===== src/rtl/ebc_pkg.sv =====
// Shared types for the external bus controller.
// Assumes a two-bit request kind as listed in the brief.
package ebc_pkg;

    typedef enum logic [1:0] {
        KIND_CODE = 2'b00,
        KIND_DRD  = 2'b01,
        KIND_DWR  = 2'b10,
        KIND_NOP  = 2'b11
    } bus_kind_e;

endpackage


===== src/rtl/ebc_phase_seq.sv =====
// Oscillator-phase sequencer: counts sub-phases within a slot and slots
// within a machine cycle. Free-running from reset; assumes SUBS >= 5.
module ebc_phase_seq #(
    parameter int SUBS  = 6,
    parameter int SLOTS = 2,
    localparam int SUB_W  = $clog2(SUBS),
    localparam int SLOT_W = (SLOTS > 1) ? $clog2(SLOTS) : 1
) (
    input  logic              clk,
    input  logic              rst_n,
    output logic [SUB_W-1:0]  sub,
    output logic [SLOT_W-1:0] slot,
    output logic              slot_end,
    output logic              cyc_end
);

    // Last sub-phase of a slot and last slot of a machine cycle.
    always_comb begin
        slot_end = (sub == SUB_W'(SUBS - 1));
        cyc_end  = slot_end && (slot == SLOT_W'(SLOTS - 1));
    end

    // Advance the sub-phase, roll into the next slot and wrap the cycle.
    always_ff @(posedge clk) begin
        if (!rst_n) begin
            sub  <= '0;
            slot <= '0;
        end else if (slot_end) begin
            sub  <= '0;
            slot <= cyc_end ? '0 : slot + SLOT_W'(1);
        end else begin
            sub <= sub + SUB_W'(1);
        end
    end

    // a slot always restarts at sub-phase 0 after its last sub-phase
    p_sub_wrap_r1: assert property (@(posedge clk) disable iff (!rst_n)
        slot_end |=> (sub == '0));

    // the machine cycle wraps to slot 0
    p_cycle_wrap_r1: assert property (@(posedge clk) disable iff (!rst_n)
        cyc_end |=> (slot == '0));

    // sub-phases step by one inside a slot
    p_sub_step_r1: assert property (@(posedge clk) disable iff (!rst_n)
        !slot_end |=> (sub == $past(sub) + SUB_W'(1)));

endmodule


===== src/rtl/ebc_pin_map.sv =====
// Pin decoder: from the latched access and the current phase, forms the
// address strobe, the three active-low strobes, both ports and the read
// sample enable. Purely combinational; assumes SUBS >= 5 so that the
// address, turnaround, strobe and hold sub-phases do not overlap.
module ebc_pin_map
    import ebc_pkg::*;
#(
    parameter int ADDR_W = 16,
    parameter int DATA_W = 8,
    parameter int SUBS   = 6,
    parameter int SLOTS  = 2,
    localparam int SUB_W  = $clog2(SUBS),
    localparam int SLOT_W = (SLOTS > 1) ? $clog2(SLOTS) : 1,
    localparam int HI_W   = ADDR_W - DATA_W
) (
    input  logic              busy,
    input  bus_kind_e         kind,
    input  logic              on_chip,
    input  logic [ADDR_W-1:0] base_addr,
    input  logic [DATA_W-1:0] wdata,
    input  logic [SUB_W-1:0]  sub,
    input  logic [SLOT_W-1:0] slot,
    output logic              adr_stb,
    output logic              code_oe_n,
    output logic              data_rd_n,
    output logic              data_wr_n,
    output logic [DATA_W-1:0] lo_out,
    output logic              lo_oe,
    output logic [HI_W-1:0]   hi_out,
    output logic              sample_en
);

    localparam int ADR_SUBS   = 2;
    localparam int STRB_FIRST = 3;
    localparam int STRB_LAST  = SUBS - 2;

    logic              code_slot;
    logic              data_slot;
    logic              slot_act;
    logic              strobe_win;
    logic              addr_win;
    logic [ADDR_W-1:0] slot_addr;

    // Classify the current slot and the current window within it.
    always_comb begin
        code_slot  = busy && (kind == KIND_CODE) && !on_chip;
        data_slot  = busy && ((kind == KIND_DRD) || (kind == KIND_DWR)) && (slot == '0);
        slot_act   = code_slot || data_slot;
        slot_addr  = base_addr + ADDR_W'(slot);
        addr_win   = (sub < SUB_W'(ADR_SUBS));
        strobe_win = (sub >= SUB_W'(STRB_FIRST)) && (sub <= SUB_W'(STRB_LAST));
    end

    // Strobes: address strobe every slot, access strobes in the strobe window.
    always_comb begin
        adr_stb   = addr_win;
        code_oe_n = !(code_slot && strobe_win);
        data_rd_n = !(data_slot && (kind == KIND_DRD) && strobe_win);
        data_wr_n = !(data_slot && (kind == KIND_DWR) && strobe_win);
        sample_en = (code_slot || (data_slot && (kind == KIND_DRD)))
                    && (sub == SUB_W'(STRB_LAST));
    end

    // Shared low port: address first, then write data or released.
    always_comb begin
        lo_out = '0;
        lo_oe  = 1'b0;
        if (slot_act && addr_win) begin
            lo_out = slot_addr[DATA_W-1:0];
            lo_oe  = 1'b1;
        end else if (data_slot && (kind == KIND_DWR)) begin
            lo_out = wdata;
            lo_oe  = 1'b1;
        end
        hi_out = slot_act ? slot_addr[ADDR_W-1:DATA_W] : '0;
    end

endmodule


===== src/rtl/ebc_rd_capture.sv =====
// Read capture: one byte register per slot, loaded from the low port on
// the sample enable of its slot and cleared when a new access is taken.
module ebc_rd_capture #(
    parameter int DATA_W = 8,
    parameter int SLOTS  = 2,
    localparam int SLOT_W = (SLOTS > 1) ? $clog2(SLOTS) : 1
) (
    input  logic                    clk,
    input  logic                    rst_n,
    input  logic                    clear,
    input  logic                    sample_en,
    input  logic [SLOT_W-1:0]       slot,
    input  logic [DATA_W-1:0]       din,
    output logic [SLOTS*DATA_W-1:0] dout
);

    for (genvar g = 0; g < SLOTS; g++) begin : g_byte
        // Hold the byte read during slot g.
        always_ff @(posedge clk) begin
            if (!rst_n || clear) begin
                dout[g*DATA_W +: DATA_W] <= '0;
            end else if (sample_en && (slot == SLOT_W'(g))) begin
                dout[g*DATA_W +: DATA_W] <= din;
            end
        end
    end

endmodule


===== src/rtl/ext_bus_ctrl.sv =====
// External bus controller top. Takes one request per machine cycle at
// the cycle boundary, runs it over the following machine cycle and
// pulses done on its last clock. Assumes the core holds the request
// until req_ready and that external memory answers within two clocks
// of its strobe falling.
module ext_bus_ctrl
    import ebc_pkg::*;
#(
    parameter int ADDR_W = 16,
    parameter int DATA_W = 8,
    parameter int SUBS   = 6,
    parameter int SLOTS  = 2,
    localparam int SUB_W  = $clog2(SUBS),
    localparam int SLOT_W = (SLOTS > 1) ? $clog2(SLOTS) : 1,
    localparam int HI_W   = ADDR_W - DATA_W,
    localparam int RD_W   = SLOTS * DATA_W
) (
    input  logic              clk,
    input  logic              rst_n,
    input  logic              req_valid,
    output logic              req_ready,
    input  logic [1:0]        req_kind,
    input  logic [ADDR_W-1:0] req_addr,
    input  logic [DATA_W-1:0] req_wdata,
    input  logic              code_on_chip,
    output logic              rsp_done,
    output logic [RD_W-1:0]   rsp_rdata,
    output logic [DATA_W-1:0] bus_lo_out,
    output logic              bus_lo_oe,
    input  logic [DATA_W-1:0] bus_lo_in,
    output logic [HI_W-1:0]   bus_hi,
    output logic              adr_stb,
    output logic              code_oe_n,
    output logic              data_rd_n,
    output logic              data_wr_n
);

    logic [SUB_W-1:0]  sub;
    logic [SLOT_W-1:0] slot;
    logic              slot_end;
    logic              cyc_end;
    logic              busy;
    bus_kind_e         kind_q;
    logic [ADDR_W-1:0] addr_q;
    logic [DATA_W-1:0] wdata_q;
    logic              on_chip_q;
    logic              accept;
    logic              sample_en;

    ebc_phase_seq #(.SUBS(SUBS), .SLOTS(SLOTS)) i_seq (
        .clk      (clk),
        .rst_n    (rst_n),
        .sub      (sub),
        .slot     (slot),
        .slot_end (slot_end),
        .cyc_end  (cyc_end)
    );

    // Boundary handshake and the one-clock completion pulse.
    always_comb begin
        req_ready = cyc_end;
        accept    = cyc_end && req_valid && (bus_kind_e'(req_kind) != KIND_NOP);
        rsp_done  = busy && cyc_end;
    end

    // Latch an access at the boundary; busy lasts one machine cycle.
    always_ff @(posedge clk) begin
        if (!rst_n) begin
            busy      <= 1'b0;
            kind_q    <= KIND_NOP;
            addr_q    <= '0;
            wdata_q   <= '0;
            on_chip_q <= 1'b0;
        end else if (cyc_end) begin
            busy <= accept;
            if (accept) begin
                kind_q    <= bus_kind_e'(req_kind);
                addr_q    <= req_addr;
                wdata_q   <= req_wdata;
                on_chip_q <= code_on_chip;
            end
        end
    end

    ebc_pin_map #(
        .ADDR_W(ADDR_W), .DATA_W(DATA_W), .SUBS(SUBS), .SLOTS(SLOTS)
    ) i_pins (
        .busy      (busy),
        .kind      (kind_q),
        .on_chip   (on_chip_q),
        .base_addr (addr_q),
        .wdata     (wdata_q),
        .sub       (sub),
        .slot      (slot),
        .adr_stb   (adr_stb),
        .code_oe_n (code_oe_n),
        .data_rd_n (data_rd_n),
        .data_wr_n (data_wr_n),
        .lo_out    (bus_lo_out),
        .lo_oe     (bus_lo_oe),
        .hi_out    (bus_hi),
        .sample_en (sample_en)
    );

    ebc_rd_capture #(.DATA_W(DATA_W), .SLOTS(SLOTS)) i_cap (
        .clk       (clk),
        .rst_n     (rst_n),
        .clear     (accept),
        .sample_en (sample_en),
        .slot      (slot),
        .din       (bus_lo_in),
        .dout      (rsp_rdata)
    );

    // an access starts only at the first sub-phase of a machine cycle
    p_accept_boundary_r1: assert property (@(posedge clk) disable iff (!rst_n)
        $rose(busy) |-> (sub == '0) && (slot == '0));

    // the address strobe rises only at the start of a slot
    p_adr_start_r2: assert property (@(posedge clk) disable iff (!rst_n)
        $rose(adr_stb) |-> (sub == '0));

    // an on-chip code fetch leaves every strobe inactive
    p_on_chip_quiet_r5: assert property (@(posedge clk) disable iff (!rst_n)
        (busy && (kind_q == KIND_CODE) && on_chip_q) |-> (code_oe_n && data_rd_n && data_wr_n));

    // the low port is released whenever a read strobe is low
    p_release_r6: assert property (@(posedge clk) disable iff (!rst_n)
        (!data_rd_n || !code_oe_n) |-> !bus_lo_oe);

    // data accesses never enable code memory
    p_no_code_oe_r6: assert property (@(posedge clk) disable iff (!rst_n)
        (busy && (kind_q != KIND_CODE)) |-> code_oe_n);

    // at most one access strobe is low at a time
    p_strobe_excl_r6: assert property (@(posedge clk) disable iff (!rst_n)
        $countones({!code_oe_n, !data_rd_n, !data_wr_n}) <= 1);

    // write data is still driven, unchanged, on the clock after the write strobe rises
    p_wr_hold_r7: assert property (@(posedge clk) disable iff (!rst_n)
        $rose(data_wr_n) |-> bus_lo_oe && (bus_lo_out == $past(bus_lo_out)));

    // completion is a single-clock pulse
    p_done_single_r8: assert property (@(posedge clk) disable iff (!rst_n)
        rsp_done |=> !rsp_done);

endmodule


===== config.mk =====
export PLATFORM = sky130hd
export DESIGN_NAME = ext_bus_ctrl
export DESIGN_NICKNAME = d
export VERILOG_FILES = /design/src/rtl/ebc_pkg.sv /design/src/rtl/ebc_phase_seq.sv /design/src/rtl/ebc_pin_map.sv /design/src/rtl/ebc_rd_capture.sv /design/src/rtl/ext_bus_ctrl.sv
export SDC_FILE = /design/constraint.sdc
export NUM_CORES = 1
export LEC_CHECK = 0
export CORE_MARGIN = 1.5
export CORE_UTILIZATION = 42
export DETAILED_ROUTE_END_ITERATION = 8
export PLACE_DENSITY = 0.83
export SYNTH_ARGS = -nofsm -noshare
export SYNTH_HDL_FRONTEND = slang
export SYNTH_HIERARCHICAL = 1
export SYNTH_SLANG_ARGS = --single-unit

===== constraint.sdc =====
create_clock -name clk -period 2.3 [get_ports clk]
set_clock_uncertainty 0.2 [all_clocks]
set_input_delay 0.46 -clock clk [delete_from_list [all_inputs] [get_ports clk]]
set_output_delay 0.46 -clock clk [all_outputs]
set_load 0.1 [all_outputs]

==> results of run 1 <==
worst max-delay path by stage:
stage	slack, ns	depth (start not counted)	endpoint
floorplan	-0.25	4	bus_lo_out[0]
global placement	0.06	7	bus_hi[4]
detailed placement	0.01	8	bus_lo_out[2]
CTS	-0.26	7	bus_hi[4]
global route	-0.36	8	bus_hi[0]
finish	-0.31	8	bus_hi[0]
what timing repair did:
action                                  in CTS  in global routing
endpoints found under the setup margin      20                 37
setup buffers                               15                  6
gates cloned                                 2                  1
hold buffers                                 0                  0
resized for setup                           31                 31
pin swaps                                   10                 13
cell type report:
| cell class | instances | area, sq um |
|---|---|---|
| fillers | 360 | 1460 |
| well taps | 75 | 93.8 |
| multi-input cells | 231 | 1890 |
| inverters | 9 | 33.8 |
| repair buffers | 106 | 1270 |
| clock inverters | 3 | 46.3 |
| clock buffers | 5 | 68.8 |
| flip-flops and latches | 48 | 980 |
power by group through the flow:
stage / Sequential, uW / Clock, uW / Combinational (uW)
2_1_floorplan: 862 / 0 / 69.6
3_3_place_gp: 863 / 0 / 160
3_5_place_dp: 863 / 0 / 162
4_1_cts: 845 / 638 / 164
5_1_grt: 848 / 683 / 182
6_report: 847 / 642 / 172
synthesized netlist by cell type (2+ instances only):
cell type | count | share of area, %
sky130_fd_sc_hd__dfxtp_1 | 48 | 38
sky130_fd_sc_hd__nor3_1 | 4 | 0.79
sky130_fd_sc_hd__a21oi_1 | 17 | 3.4
sky130_fd_sc_hd__o21a_1 | 2 | 0.60
sky130_fd_sc_hd__nor4_2 | 4 | 2.0
sky130_fd_sc_hd__buf_12 | 2 | 1.6
sky130_fd_sc_hd__nand4_2 | 2 | 0.99
sky130_fd_sc_hd__clkbuf_1 | 4 | 0.60
sky130_fd_sc_hd__o21ai_1 | 4 | 0.79
sky130_fd_sc_hd__nor2_1 | 16 | 2.4
sky130_fd_sc_hd__buf_4 | 4 | 1.2
sky130_fd_sc_hd__buf_2 | 5 | 0.99
sky130_fd_sc_hd__mux2i_1 | 25 | 9.9
sky130_fd_sc_hd__o21ai_0 | 8 | 1.6
sky130_fd_sc_hd__nand2b_1 | 3 | 0.75
sky130_fd_sc_hd__nor2b_1 | 3 | 0.75
sky130_fd_sc_hd__inv_1 | 9 | 1.3
sky130_fd_sc_hd__nand3_1 | 20 | 4.0
sky130_fd_sc_hd__nand4_1 | 2 | 0.50
sky130_fd_sc_hd__nand2_1 | 82 | 12
sky130_fd_sc_hd__and3b_1 | 2 | 0.70
sky130_fd_sc_hd__nand3_2 | 2 | 0.79
sky130_fd_sc_hd__xnor2_1 | 13 | 4.5
sky130_fd_sc_hd__ha_1 | 7 | 3.5
sequential cells by signal (all words and copies together), names as in the netlist:
| register | cells |
|---|---|
| on_chip_q | 1 |
| i_seq/slot | 1 |
| busy | 1 |
| kind_q | 2 |
| wdata_q | 8 |
| addr_q | 16 |
| i_cap/dout | 16 |
| i_seq/sub | 3 |
logic make-up after synthesis:
group	Yosys count	synth area share [%]
buffers and inverters	26	6.36
adders and majority gates	7	3.48
xor gates and xnor gates	14	4.87
muxes	25	9.94
DFF	48	38.2
and+or+nand+nor	150	29.3
AOI/OAI and AO/OA	35	7.95
per-layer routing:
metal	global-route usage, %	vias to the layer above	part of all wire (%)
met1	26.5	1186	39
met2	41.4	88	53
li1	-	1212	-
met3	3.98	21	4.1
met4	11.4	0	3.4
met5	0	-	0
metrics by stage:
stage	cells	worst slack, ns	setup TNS [ns]	util [%]	area [sq um]
2_1_floorplan	305	-0.245	-4.63	-	2800
3_3_place_gp	451	0.0556	0	65.6	3840
3_5_place_dp	451	0.00994	0	65.6	3840
4_1_cts	475	-0.264	-3.67	72.8	4260
5_1_grt	477	-0.363	-6.82	75.0	4390
6_report	477	-0.306	-4.86	75.0	4390
tightest hold or removal path, delay by kind of cell (launching register included):
kind,cells,cell delay [ns]
AO/OA/AOI/OAI,1,0.05
flip-flops,1,0.32
AND/OR/NAND/NOR,1,0.05
==> impl_metrics.prom, run 1 <==
# TYPE chip_impl_metric gauge
chip_impl_metric{name="drive_above_1_share",unit="%"} 38.3
chip_impl_metric{name="maxSlewViolCount",unit=""} 0
chip_impl_info{name="end_kind",value="primary output"} 1
chip_impl_metric{name="hold_ws",unit="ns"} 0.261
chip_impl_metric{name="htree_num_levels",unit=""} 2
chip_impl_metric{name="tritoncts_num_sinks",unit=""} 48
chip_impl_metric{name="via_total_after_detailed_routing",unit=""} 2507
chip_impl_metric{name="grt_start_max_net_pins",unit=""} 31
chip_impl_metric{name="number_of_buffers_created_by_cts",unit=""} 5
chip_impl_info{name="run_status",value="finished with violations"} 1
chip_impl_metric{name="clkPwrFrac",unit="%"} 38.7
chip_impl_metric{name="io_pins",unit=""} 77
chip_impl_metric{name="port-buffer-count",unit=""} 76
chip_impl_metric{name="drt_pre_antenna_iters",unit=""} 4
chip_impl_metric{name="die_area",unit="sq um"} 6470
chip_impl_metric{name="path_buf_inv",unit=""} 2
chip_impl_metric{name="overall_fraction_of_global_route_tracks_in_use",unit="%"} 23.2
chip_impl_metric{name="setup_viol_count_final",unit=""} 27
chip_impl_metric{name="route.detailed.vias_per_inst",unit=""} 5.26
chip_impl_metric{name="max_slew_margin",unit="%"} 63.9
chip_impl_info{name="critPathKind",value="reg -> out"} 1
chip_impl_metric{name="vdd.ir_drop.worst",unit="uV"} 286
chip_impl_metric{name="drv.max_cap_violation_count",unit=""} 0
chip_impl_info{name="startpoint_type",value="flip-flop"} 1
chip_impl_metric{name="count_of_final_hold_check_violations",unit=""} 0
chip_impl_metric{name="antenna_diode_count",unit=""} 0
chip_impl_metric{name="drcViolationCount",unit=""} 0
chip_impl_metric{name="dp_hpwl",unit="microns"} 4580
chip_impl_info{name="failed_checks",value="setup timing"} 1
chip_impl_metric{name="synth.cell_area",unit="sq um"} 2520
chip_impl_metric{name="ant_nets",unit=""} 0
chip_impl_info{name="timing.critical_path.cells",value="ha_4 -> ha_4 -> nand3_4 -> buf_6 -> nor3_4 -> xnor2_2 -> nor2_4 -> buf_12"} 1
chip_impl_metric{name="synthesis.area_per_instance",unit="sq um"} 8.26
chip_impl_metric{name="power_per_cell_area",unit="nW/um^2"} 379
chip_impl_metric{name="cts.reportedPaths.clkPinSlew",unit="ns"} 0.10
chip_impl_metric{name="final.setup.worst_slack",unit="ns"} -0.306
chip_impl_metric{name="die_height",unit="microns"} 80.4
chip_impl_metric{name="sequentialPowerShare",unit="%"} 51.0
chip_impl_metric{name="cts_max_path_buffers",unit=""} 2
chip_impl_metric{name="grt-ovfl-total",unit=""} 0
chip_impl_metric{name="reg2regPathDepth",unit=""} 11
chip_impl_metric{name="worst_path_largest_cell_delay",unit="ns"} 0.37
chip_impl_metric{name="synth_edf_count",unit=""} 0
chip_impl_info{name="ctsRootBufferMaster",value="sky130_fd_sc_hd__clkbuf_8"} 1
chip_impl_metric{name="grt_first_pass_wirelength",unit="microns"} 11400
chip_impl_info{name="mostFrequentLayoutCell",value="sky130_fd_sc_hd__nand2_1"} 1
chip_impl_metric{name="worstSkewPairLatency",unit="ns"} 0.30
chip_impl_metric{name="flow.area_growth_from_synthesis",unit="%"} 74.3
chip_impl_info{name="worst_hold_path.endpoint",value="i_cap/dout[10]"} 1
chip_impl_metric{name="power",unit="uW"} 1660
chip_impl_metric{name="p_leak",unit="uW"} 0.00153
chip_impl_info{name="critPathTopFamily",value="simple AND/OR/NAND/NOR gates"} 1
chip_impl_metric{name="floorplan.die.width",unit="microns"} 80.4
chip_impl_metric{name="synthDistinctLibCells",unit=""} 41
chip_impl_metric{name="nets",unit=""} 446
chip_impl_metric{name="worst_hold_path.num_cells",unit=""} 2
chip_impl_info{name="cp_slowest_cell",value="sky130_fd_sc_hd__dfxtp_4"} 1
chip_impl_metric{name="synth_seq_area_share",unit="%"} 38.2
chip_impl_info{name="crit-reg2reg-capture",value="i_cap/dout[14]"} 1
chip_impl_metric{name="synthesis.instances",unit=""} 305
chip_impl_metric{name="gp_routability_congestion",unit=""} 0.818
chip_impl_metric{name="wl_per_instance",unit="microns"} 16.3
chip_impl_info{name="layout.cells.most_common_list",value="sky130_fd_sc_hd__nand2_1, sky130_fd_sc_hd__dfxtp_1, sky130_fd_sc_hd__clkdlybuf4s50_1"} 1
chip_impl_info{name="grt_setup_unrepaired",value="yes"} 1
chip_impl_metric{name="wirelength",unit="microns"} 7770
chip_impl_metric{name="worstPathMaxFanout",unit=""} 6
chip_impl_metric{name="grt_pass1_vias",unit=""} 2384
chip_impl_metric{name="ys_warn_count",unit=""} 6
chip_impl_info{name="synth_flop_cell",value="sky130_fd_sc_hd__dfxtp_1"} 1
chip_impl_info{name="r2r-start",value="kind_q[1]"} 1
chip_impl_info{name="timing.critical_path.mode_cell",value="sky130_fd_sc_hd__ha_4"} 1
chip_impl_metric{name="power.share.switching",unit="%"} 24.7
chip_impl_metric{name="maxClockFrequency",unit="MHz"} 384
chip_impl_metric{name="pwr-share-comb",unit="%"} 10.4
chip_impl_metric{name="final_period_minus_worst_setup_slack",unit="ns"} 2.61
chip_impl_metric{name="placementRows",unit=""} 28
chip_impl_info{name="startpoint",value="addr_q[0]"} 1
chip_impl_metric{name="critical_path_arrival",unit="ns"} 1.95
chip_impl_metric{name="floorplan.initialDensity",unit="%"} 43.0
chip_impl_metric{name="max_slew.worst_pin.slew",unit="ns"} 0.542
chip_impl_metric{name="timing.final.crit_share",unit="%"} 113
chip_impl_info{name="tritoncts",value="built"} 1
chip_impl_info{name="timing.hold.worst.start",value="i_cap/dout[10]"} 1
chip_impl_metric{name="postSynthRegisterBits",unit=""} 48
chip_impl_metric{name="rrSetupSlack",unit="ns"} -0.05
chip_impl_metric{name="synth_fp_nets",unit=""} 350
chip_impl_metric{name="cellInternalPower",unit="uW"} 1250
chip_impl_metric{name="async_flop_share",unit="%"} 0
chip_impl_metric{name="placeableCoreArea",unit="sq um"} 5850
chip_impl_metric{name="drt_initial_violations",unit=""} 109
chip_impl_metric{name="antenna_found_initial",unit=""} 0
chip_impl_metric{name="total_switching_power",unit="uW"} 410
chip_impl_metric{name="cp.required",unit="ns"} 1.64
chip_impl_info{name="min_delay_worst_type",value="reg -> reg"} 1
Note: power is estimated with default switching activity, not from simulation.
==> inputs of run 2 (changes only) <==
--- a/constraint.sdc
+++ b/constraint.sdc
@@ -4,2 +4,2 @@
 set_output_delay 0.46 -clock clk [all_outputs]
-set_load 0.1 [all_outputs]
+set_load 0.005 [all_outputs]
==> run 2 against run 1 <==
The run still ends with setup timing left; register-to-register slack is essentially flat; routed wire length is 3.1% higher; flip-flop and latch count stayed put; sequential share of layout area is 1.3 points higher; core utilization decreased by 5.0 points; die area stayed put; sequential power shrank 0.9%; power down 1.4%; hold slack worse by 0.0035 ns; setup slack better by 0.058 ns; critical path type unchanged; largest power group unchanged.
==> impl_metrics.prom, run 2 (synthesized netlist as in run 1, its figures left out) <==
# TYPE chip_impl_metric gauge
chip_impl_metric{name="drt_pre_antenna_iters",unit=""} 6
chip_impl_metric{name="post_layout_nonfiller_instances",unit=""} 499
chip_impl_metric{name="via_total_after_detailed_routing",unit=""} 2631
chip_impl_info{name="run_status",value="finished with violations"} 1
chip_impl_metric{name="final.setup.worst_slack",unit="ns"} -0.248
chip_impl_metric{name="nets",unit=""} 468
chip_impl_metric{name="overall_fraction_of_global_route_tracks_in_use",unit="%"} 24.3
chip_impl_metric{name="flow.area_growth_from_synthesis",unit="%"} 62.7
chip_impl_info{name="startpoint_type",value="flip-flop"} 1
chip_impl_metric{name="wl_per_instance",unit="microns"} 16.1
chip_impl_metric{name="max_slew.worst_pin.slew",unit="ns"} 0.487
chip_impl_metric{name="io_pins",unit=""} 77
chip_impl_info{name="critPathTopFamily",value="buffers and inverters"} 1
chip_impl_metric{name="gp_routability_congestion",unit=""} 0.840
chip_impl_metric{name="die_height",unit="microns"} 80.4
chip_impl_metric{name="grt_start_max_net_pins",unit=""} 28
chip_impl_metric{name="path_buf_inv",unit=""} 4
chip_impl_info{name="timing.critical_path.cells",value="inv_2 -> ha_4 -> nor2b_4 -> o211ai_4 -> buf_12 -> buf_4 -> nand3_4 -> o21ai_2 -> buf_2"} 1
chip_impl_info{name="critPathKind",value="reg -> out"} 1
chip_impl_metric{name="port-buffer-count",unit=""} 76
chip_impl_info{name="grt_setup_unrepaired",value="yes"} 1
chip_impl_info{name="tritoncts",value="built"} 1
chip_impl_metric{name="route.detailed.vias_per_inst",unit=""} 5.27
chip_impl_metric{name="holdBufCountCts",unit=""} 0
chip_impl_metric{name="drv.max_cap_violation_count",unit=""} 0
chip_impl_metric{name="maxClockFrequency",unit="MHz"} 392
chip_impl_metric{name="cts_max_path_buffers",unit=""} 2
chip_impl_metric{name="antenna_diode_count",unit=""} 0
chip_impl_metric{name="dp_hpwl",unit="microns"} 4560
chip_impl_metric{name="antenna_found_initial",unit=""} 0
chip_impl_metric{name="floorplan.die.width",unit="microns"} 80.4
chip_impl_metric{name="placementRows",unit=""} 28
chip_impl_info{name="layout.cells.most_common_list",value="sky130_fd_sc_hd__nand2_1, sky130_fd_sc_hd__clkdlybuf4s50_1, sky130_fd_sc_hd__dfxtp_1"} 1
chip_impl_metric{name="worstPathMaxFanout",unit=""} 8
chip_impl_info{name="cp_slowest_cell",value="sky130_fd_sc_hd__dfxtp_2"} 1
chip_impl_info{name="end_kind",value="primary output"} 1
chip_impl_metric{name="vdd.ir_drop.worst",unit="uV"} 288
chip_impl_metric{name="critical_path_arrival",unit="ns"} 1.89
chip_impl_metric{name="power_per_cell_area",unit="nW/um^2"} 400
chip_impl_metric{name="p_leak",unit="uW"} 0.00159
chip_impl_metric{name="drcViolationCount",unit=""} 0
chip_impl_metric{name="setup_viol_count_final",unit=""} 25
chip_impl_metric{name="final_period_minus_worst_setup_slack",unit="ns"} 2.55
chip_impl_metric{name="number_of_buffers_created_by_cts",unit=""} 5
chip_impl_metric{name="count_of_final_hold_check_violations",unit=""} 0
chip_impl_metric{name="cts.reportedPaths.clkPinSlew",unit="ns"} 0.10
chip_impl_metric{name="grt_pass1_vias",unit=""} 2609
chip_impl_info{name="reg.largest.list",value="addr_q x16, i_cap/dout x16, wdata_q x8"} 1
chip_impl_metric{name="tritoncts_num_sinks",unit=""} 48
chip_impl_info{name="failed_checks",value="setup timing"} 1
chip_impl_metric{name="cp.required",unit="ns"} 1.64
chip_impl_metric{name="ant_nets",unit=""} 0
chip_impl_metric{name="placeableCoreArea",unit="sq um"} 5850
chip_impl_metric{name="floorplan.initialDensity",unit="%"} 43.0
chip_impl_metric{name="wirelength",unit="microns"} 8010
chip_impl_metric{name="max_slew_margin",unit="%"} 67.6
chip_impl_metric{name="worst_path_largest_cell_delay",unit="ns"} 0.35
chip_impl_metric{name="drive_above_1_share",unit="%"} 32.8
chip_impl_metric{name="drt_initial_violations",unit=""} 105
chip_impl_info{name="mostFrequentLayoutCell",value="sky130_fd_sc_hd__nand2_1"} 1
chip_impl_metric{name="hold_ws",unit="ns"} 0.257
chip_impl_metric{name="grt_first_pass_wirelength",unit="microns"} 12000
chip_impl_metric{name="placed_cells_incl_taps",unit=""} 471
chip_impl_info{name="min_delay_worst_type",value="reg -> reg"} 1
chip_impl_metric{name="timing.final.crit_share",unit="%"} 111
chip_impl_metric{name="maxSlewViolCount",unit=""} 0
chip_impl_metric{name="grt-ovfl-total",unit=""} 0
chip_impl_metric{name="die_area",unit="sq um"} 6470
chip_impl_metric{name="worstSkewPairLatency",unit="ns"} 0.31
chip_impl_info{name="ctsRootBufferMaster",value="sky130_fd_sc_hd__clkbuf_8"} 1
chip_impl_metric{name="htree_num_levels",unit=""} 2
-- run 2: cell count changes in the layout (fill, tap and decap cells not counted), moves of 5 or more --
| cell | change |
|---|---|
| sky130_fd_sc_hd__buf_12 | -23 |
| sky130_fd_sc_hd__clkdlybuf4s50_1 | +17 |
| sky130_fd_sc_hd__buf_2 | +16 |
| sky130_fd_sc_hd__o21ai_4 | -9 |
| sky130_fd_sc_hd__nor2_4 | -8 |
| sky130_fd_sc_hd__o21ai_2 | +8 |
| sky130_fd_sc_hd__buf_6 | +7 |
| sky130_fd_sc_hd__nand3_4 | -5 |
-- run 2: final timing paths --
kind | cells after the start | to | slack, ns | startpoint
setup reg to reg | 10 | i_cap/dout[13] | -0.04 | kind_q[0]
hold / removal | 2 | i_cap/dout[6] | 0.26 | i_cap/dout[6]
hold reg to reg | 2 | i_cap/dout[6] | 0.26 | i_cap/dout[6]
setup / recovery | 9 | bus_lo_out[5] | -0.25 | kind_q[1]
-- run 2: worst register-to-register path: stages (launching register included) --
cell	delay (ns)
sky130_fd_sc_hd__dfxtp_2	0.36
sky130_fd_sc_hd__inv_2	0.05
sky130_fd_sc_hd__ha_4	0.26
sky130_fd_sc_hd__nor2b_4	0.18
sky130_fd_sc_hd__buf_6	0.13
sky130_fd_sc_hd__a21oi_1	0.07
sky130_fd_sc_hd__nor4b_2	0.38
sky130_fd_sc_hd__buf_4	0.22
sky130_fd_sc_hd__nand2_1	0.18
sky130_fd_sc_hd__nand2_1	0.12
sky130_fd_sc_hd__a21oi_1	0.07
-- run 2: repair_timing --
item | 4_1_cts | 5_1_grt
setup endpoints to repair | 38 | 37
gates cloned | 1 | 1
setup buffers | 15 | 6
endpoints found under the hold margin | 0 | 0
pin swaps | 23 | 9
gates resized for setup | 132 | 32
-- run 2: layout make-up --
cell class / instances / area, sq um
Clock inverter: 3 / 46.3
Sequential cell: 48 / 970
Multi-Input combinational cell: 231 / 1710
Fill cell: 427 / 1750
Timing Repair Buffer: 128 / 1180
Tap cell: 75 / 93.8
Inverter: 9 / 33.8
Clock buffer: 5 / 68.8
-- run 2: report_power, final --
part	internal [uW]	total (uW)	switching [uW]
logic	88.5	153	64.0
registers	835	839	4.56
clock network	328	646	318
total	1250	1640	386
-- run 2: routing by layer --
metal	vias to the layer above	routed length (microns)	global-route usage (%)
met3	46	418	4.32
met5	-	0	0
met1	1224	2970	25.1
li1	1254	-	-
met4	0	406	10.0
met2	107	4220	47.4
-- run 2: through the flow --
step | TNS (ns) | cell area [sq um] | worst slack (ns) | total power [uW] | utilization (%)
2_1_floorplan | 0 | 2520 | 0.0951 | 907 | -
3_3_place_gp | -4.54 | 3530 | -0.298 | 998 | 60.4
3_5_place_dp | -5.83 | 3530 | -0.398 | 1000 | 60.4
4_1_cts | -1.99 | 3940 | -0.163 | 1630 | 67.4
5_1_grt | -5.89 | 4100 | -0.313 | 1680 | 70.0
6_report | -3.48 | 4100 | -0.248 | 1640 | 70.0
==> inputs of run 3 (changes only) <==
- PLACE_DENSITY: 0.83 -> 0.76
==> run 3 against run 2 <==
The run still ends with setup timing left; maximum frequency about the same; combinational power up 3%; hold slack better by 0.0011 ns; non-clock buffer count up 5; design area up 1.1%; setup slack worse by 0.00074 ns; via count down 2.7%; register-to-register slack better by 0.12 ns; critical path type unchanged; largest cell class unchanged.
==> impl_metrics.prom, run 3 (synthesized netlist as in run 1, its figures left out) <==
# TYPE chip_impl_metric gauge
chip_impl_info{name="critPathKind",value="reg -> out"} 1
chip_impl_metric{name="wl_met1",unit="microns"} 3280
chip_impl_metric{name="p_leak",unit="uW"} 0.00161
chip_impl_metric{name="antenna_found_initial",unit=""} 0
chip_impl_metric{name="cp.required",unit="ns"} 1.64
chip_impl_metric{name="route.detailed.vias_per_inst",unit=""} 5.08
chip_impl_metric{name="die_height",unit="microns"} 80.4
chip_impl_metric{name="rrSetupSlack",unit="ns"} 0.08
chip_impl_metric{name="worstPathMaxFanout",unit=""} 5
chip_impl_metric{name="power_per_cell_area",unit="nW/um^2"} 394
chip_impl_metric{name="drive_above_1_share",unit="%"} 34.0
chip_impl_metric{name="io_pins",unit=""} 77
chip_impl_metric{name="drt_initial_violations",unit=""} 79
chip_impl_info{name="run_status",value="finished with violations"} 1
chip_impl_metric{name="fillers",unit=""} 422
chip_impl_metric{name="via_total_after_detailed_routing",unit=""} 2560
chip_impl_metric{name="placed_cells_incl_taps",unit=""} 471
chip_impl_info{name="highest-signal-layer",value="met4"} 1
chip_impl_metric{name="maxClockFrequency",unit="MHz"} 392
chip_impl_metric{name="placementRows",unit=""} 28
chip_impl_metric{name="count_of_final_hold_check_violations",unit=""} 0
chip_impl_info{name="mostFrequentLayoutCell",value="sky130_fd_sc_hd__nand2_1"} 1
chip_impl_metric{name="drv.max_cap_violation_count",unit=""} 0
chip_impl_metric{name="flow.area_growth_from_synthesis",unit="%"} 64.5
chip_impl_metric{name="ant_nets",unit=""} 0
chip_impl_metric{name="die_area",unit="sq um"} 6470
chip_impl_info{name="reg.largest.list",value="addr_q x16, i_cap/dout x16, wdata_q x8"} 1
chip_impl_info{name="timing.critical_path.mode_cell",value="sky130_fd_sc_hd__ha_4"} 1
chip_impl_metric{name="path_buf_inv",unit=""} 2
chip_impl_metric{name="drcViolationCount",unit=""} 0
chip_impl_metric{name="antenna_diode_count",unit=""} 0
chip_impl_metric{name="grt_first_pass_wirelength",unit="microns"} 12100
chip_impl_metric{name="number_of_buffers_created_by_cts",unit=""} 5
chip_impl_metric{name="drt_pre_antenna_iters",unit=""} 4
chip_impl_metric{name="nets",unit=""} 473
chip_impl_info{name="timing.critical_path.cells",value="ha_4 -> ha_4 -> nand3_4 -> buf_6 -> nor4_4 -> xnor2_1 -> nor2_1 -> buf_2"} 1
chip_impl_metric{name="port-buffer-count",unit=""} 76
chip_impl_metric{name="worstSkewPairLatency",unit="ns"} 0.31
chip_impl_info{name="tritoncts",value="built"} 1
chip_impl_info{name="startpoint_type",value="flip-flop"} 1
chip_impl_metric{name="setup_viol_count_final",unit=""} 17
chip_impl_metric{name="final_period_minus_worst_setup_slack",unit="ns"} 2.55
chip_impl_metric{name="dp_hpwl",unit="microns"} 4590
chip_impl_metric{name="cts_max_path_buffers",unit=""} 2
chip_impl_metric{name="grt-ovfl-total",unit=""} 0
chip_impl_metric{name="critical_path_arrival",unit="ns"} 1.89
chip_impl_metric{name="overall_fraction_of_global_route_tracks_in_use",unit="%"} 24.4
chip_impl_info{name="layout.cells.most_common_list",value="sky130_fd_sc_hd__nand2_1, sky130_fd_sc_hd__clkdlybuf4s50_1, sky130_fd_sc_hd__dfxtp_1"} 1
chip_impl_metric{name="wl_per_instance",unit="microns"} 15.4
chip_impl_metric{name="htree_num_levels",unit=""} 2
chip_impl_metric{name="floorplan.die.width",unit="microns"} 80.4
chip_impl_metric{name="wirelength",unit="microns"} 7750
chip_impl_metric{name="worst_path_largest_cell_delay",unit="ns"} 0.38
chip_impl_metric{name="post_layout_nonfiller_instances",unit=""} 504
chip_impl_metric{name="post-place-ws",unit="ns"} -0.313
chip_impl_metric{name="wl_met3",unit="microns"} 350
chip_impl_metric{name="max_slew_margin",unit="%"} 76.5
chip_impl_info{name="min_delay_worst_type",value="reg -> reg"} 1
chip_impl_metric{name="tritoncts_num_sinks",unit=""} 48
chip_impl_metric{name="final.setup.worst_slack",unit="ns"} -0.249
chip_impl_metric{name="floorplan.initialDensity",unit="%"} 43.0
chip_impl_info{name="end_kind",value="primary output"} 1
chip_impl_metric{name="grt_start_max_net_pins",unit=""} 43
chip_impl_metric{name="cts.reportedPaths.clkPinSlew",unit="ns"} 0.10
chip_impl_metric{name="vdd.ir_drop.worst",unit="uV"} 284
chip_impl_metric{name="gp_routability_congestion",unit=""} 0.814
chip_impl_info{name="cp_slowest_cell",value="sky130_fd_sc_hd__dfxtp_4"} 1
chip_impl_metric{name="grt_pass1_vias",unit=""} 2523
chip_impl_info{name="ctsRootBufferMaster",value="sky130_fd_sc_hd__clkbuf_8"} 1
chip_impl_info{name="grt_setup_unrepaired",value="yes"} 1
chip_impl_metric{name="holdBufCountCts",unit=""} 0
chip_impl_info{name="failed_checks",value="setup timing"} 1
chip_impl_metric{name="maxSlewViolCount",unit=""} 0
chip_impl_metric{name="power",unit="uW"} 1630
chip_impl_metric{name="timing.final.crit_share",unit="%"} 111
chip_impl_info{name="critPathTopFamily",value="simple AND/OR/NAND/NOR gates"} 1
chip_impl_metric{name="max_slew.worst_pin.slew",unit="ns"} 0.352
chip_impl_metric{name="route.met2.wl",unit="microns"} 3970
chip_impl_metric{name="placeableCoreArea",unit="sq um"} 5850
## run 3: changes by cell type in the layout (fill, tap and decap cells not counted), moves of 3 or more
cell and delta:
sky130_fd_sc_hd__a21oi_2 +4, sky130_fd_sc_hd__nor2_2 -4, sky130_fd_sc_hd__a21oi_1 -4, sky130_fd_sc_hd__nand3_2 +3, sky130_fd_sc_hd__buf_4 +4, sky130_fd_sc_hd__nand2_2 +4, sky130_fd_sc_hd__nand2_1 -3, sky130_fd_sc_hd__nor2_1 +5
## run 3: what timing repair did
item | CTS | global route
pin swaps | 28 | 12
buffers inserted | 16 | 10
setup endpoints to repair | 38 | 36
gates cloned | 1 | 1
gates resized for setup | 134 | 37
## run 3: layer usage
| layer | GRT usage (%) | up-vias |
|---|---|---|
| met5 | 0 | - |
| met4 | 7.93 | 0 |
| met3 | 4.77 | 13 |
| met2 | 43.4 | 73 |
| met1 | 29.2 | 1208 |
| li1 | - | 1266 |
## run 3: path summary, 6_finish.rpt
check                                   start             to  cells past startpoint
worst max register to register      kind_q[1]  i_cap/dout[2]                     10
worst max-delay path               i_seq/slot      bus_hi[4]                      8
worst min-delay path            i_cap/dout[5]  i_cap/dout[5]                      2
worst min register to register  i_cap/dout[5]  i_cap/dout[5]                      2
## run 3: where the power goes
group / internal, uW / switching, uW / total (uW)
combinational: 91.6 / 65.1 / 157
clock: 328 / 311 / 638
sequential: 835 / 3.92 / 839
## run 3: cell type report
type,instances,area (sq um),area share [%]
multi-input cells,231,1710,41.4
repair buffers,133,1210,29.3
flip-flops and latches,48,970,23.4
well taps,75,93.8,2.27
clock buffers,5,68.8,1.66
clock inverters,3,47.5,1.15
inverters,9,36.3,0.876
## run 3: metrics by stage
step | utilization (%) | instance area [sq um] | setup TNS (ns) | hold WS (ns)
floorplan | - | 2520 | 0 | 0.235
global placement | 60.2 | 3520 | -4.35 | 0.242
detailed placement | 60.2 | 3520 | -5.67 | 0.246
CTS | 68.2 | 3990 | -2.42 | 0.260
global route | 70.8 | 4140 | -4.31 | 0.280
finish | 70.8 | 4140 | -3.01 | 0.258
## run 3: worst register-to-register path, cell delays in order, from the launching register on
cell	delay, ns
sky130_fd_sc_hd__dfxtp_2	0.36
sky130_fd_sc_hd__inv_2	0.06
sky130_fd_sc_hd__ha_4	0.25
sky130_fd_sc_hd__nor2b_4	0.19
sky130_fd_sc_hd__buf_6	0.13
sky130_fd_sc_hd__a21oi_2	0.05
sky130_fd_sc_hd__nor4b_2	0.29
sky130_fd_sc_hd__buf_4	0.21
sky130_fd_sc_hd__and2b_2	0.24
sky130_fd_sc_hd__nand2_1	0.09
sky130_fd_sc_hd__a21oi_2	0.11
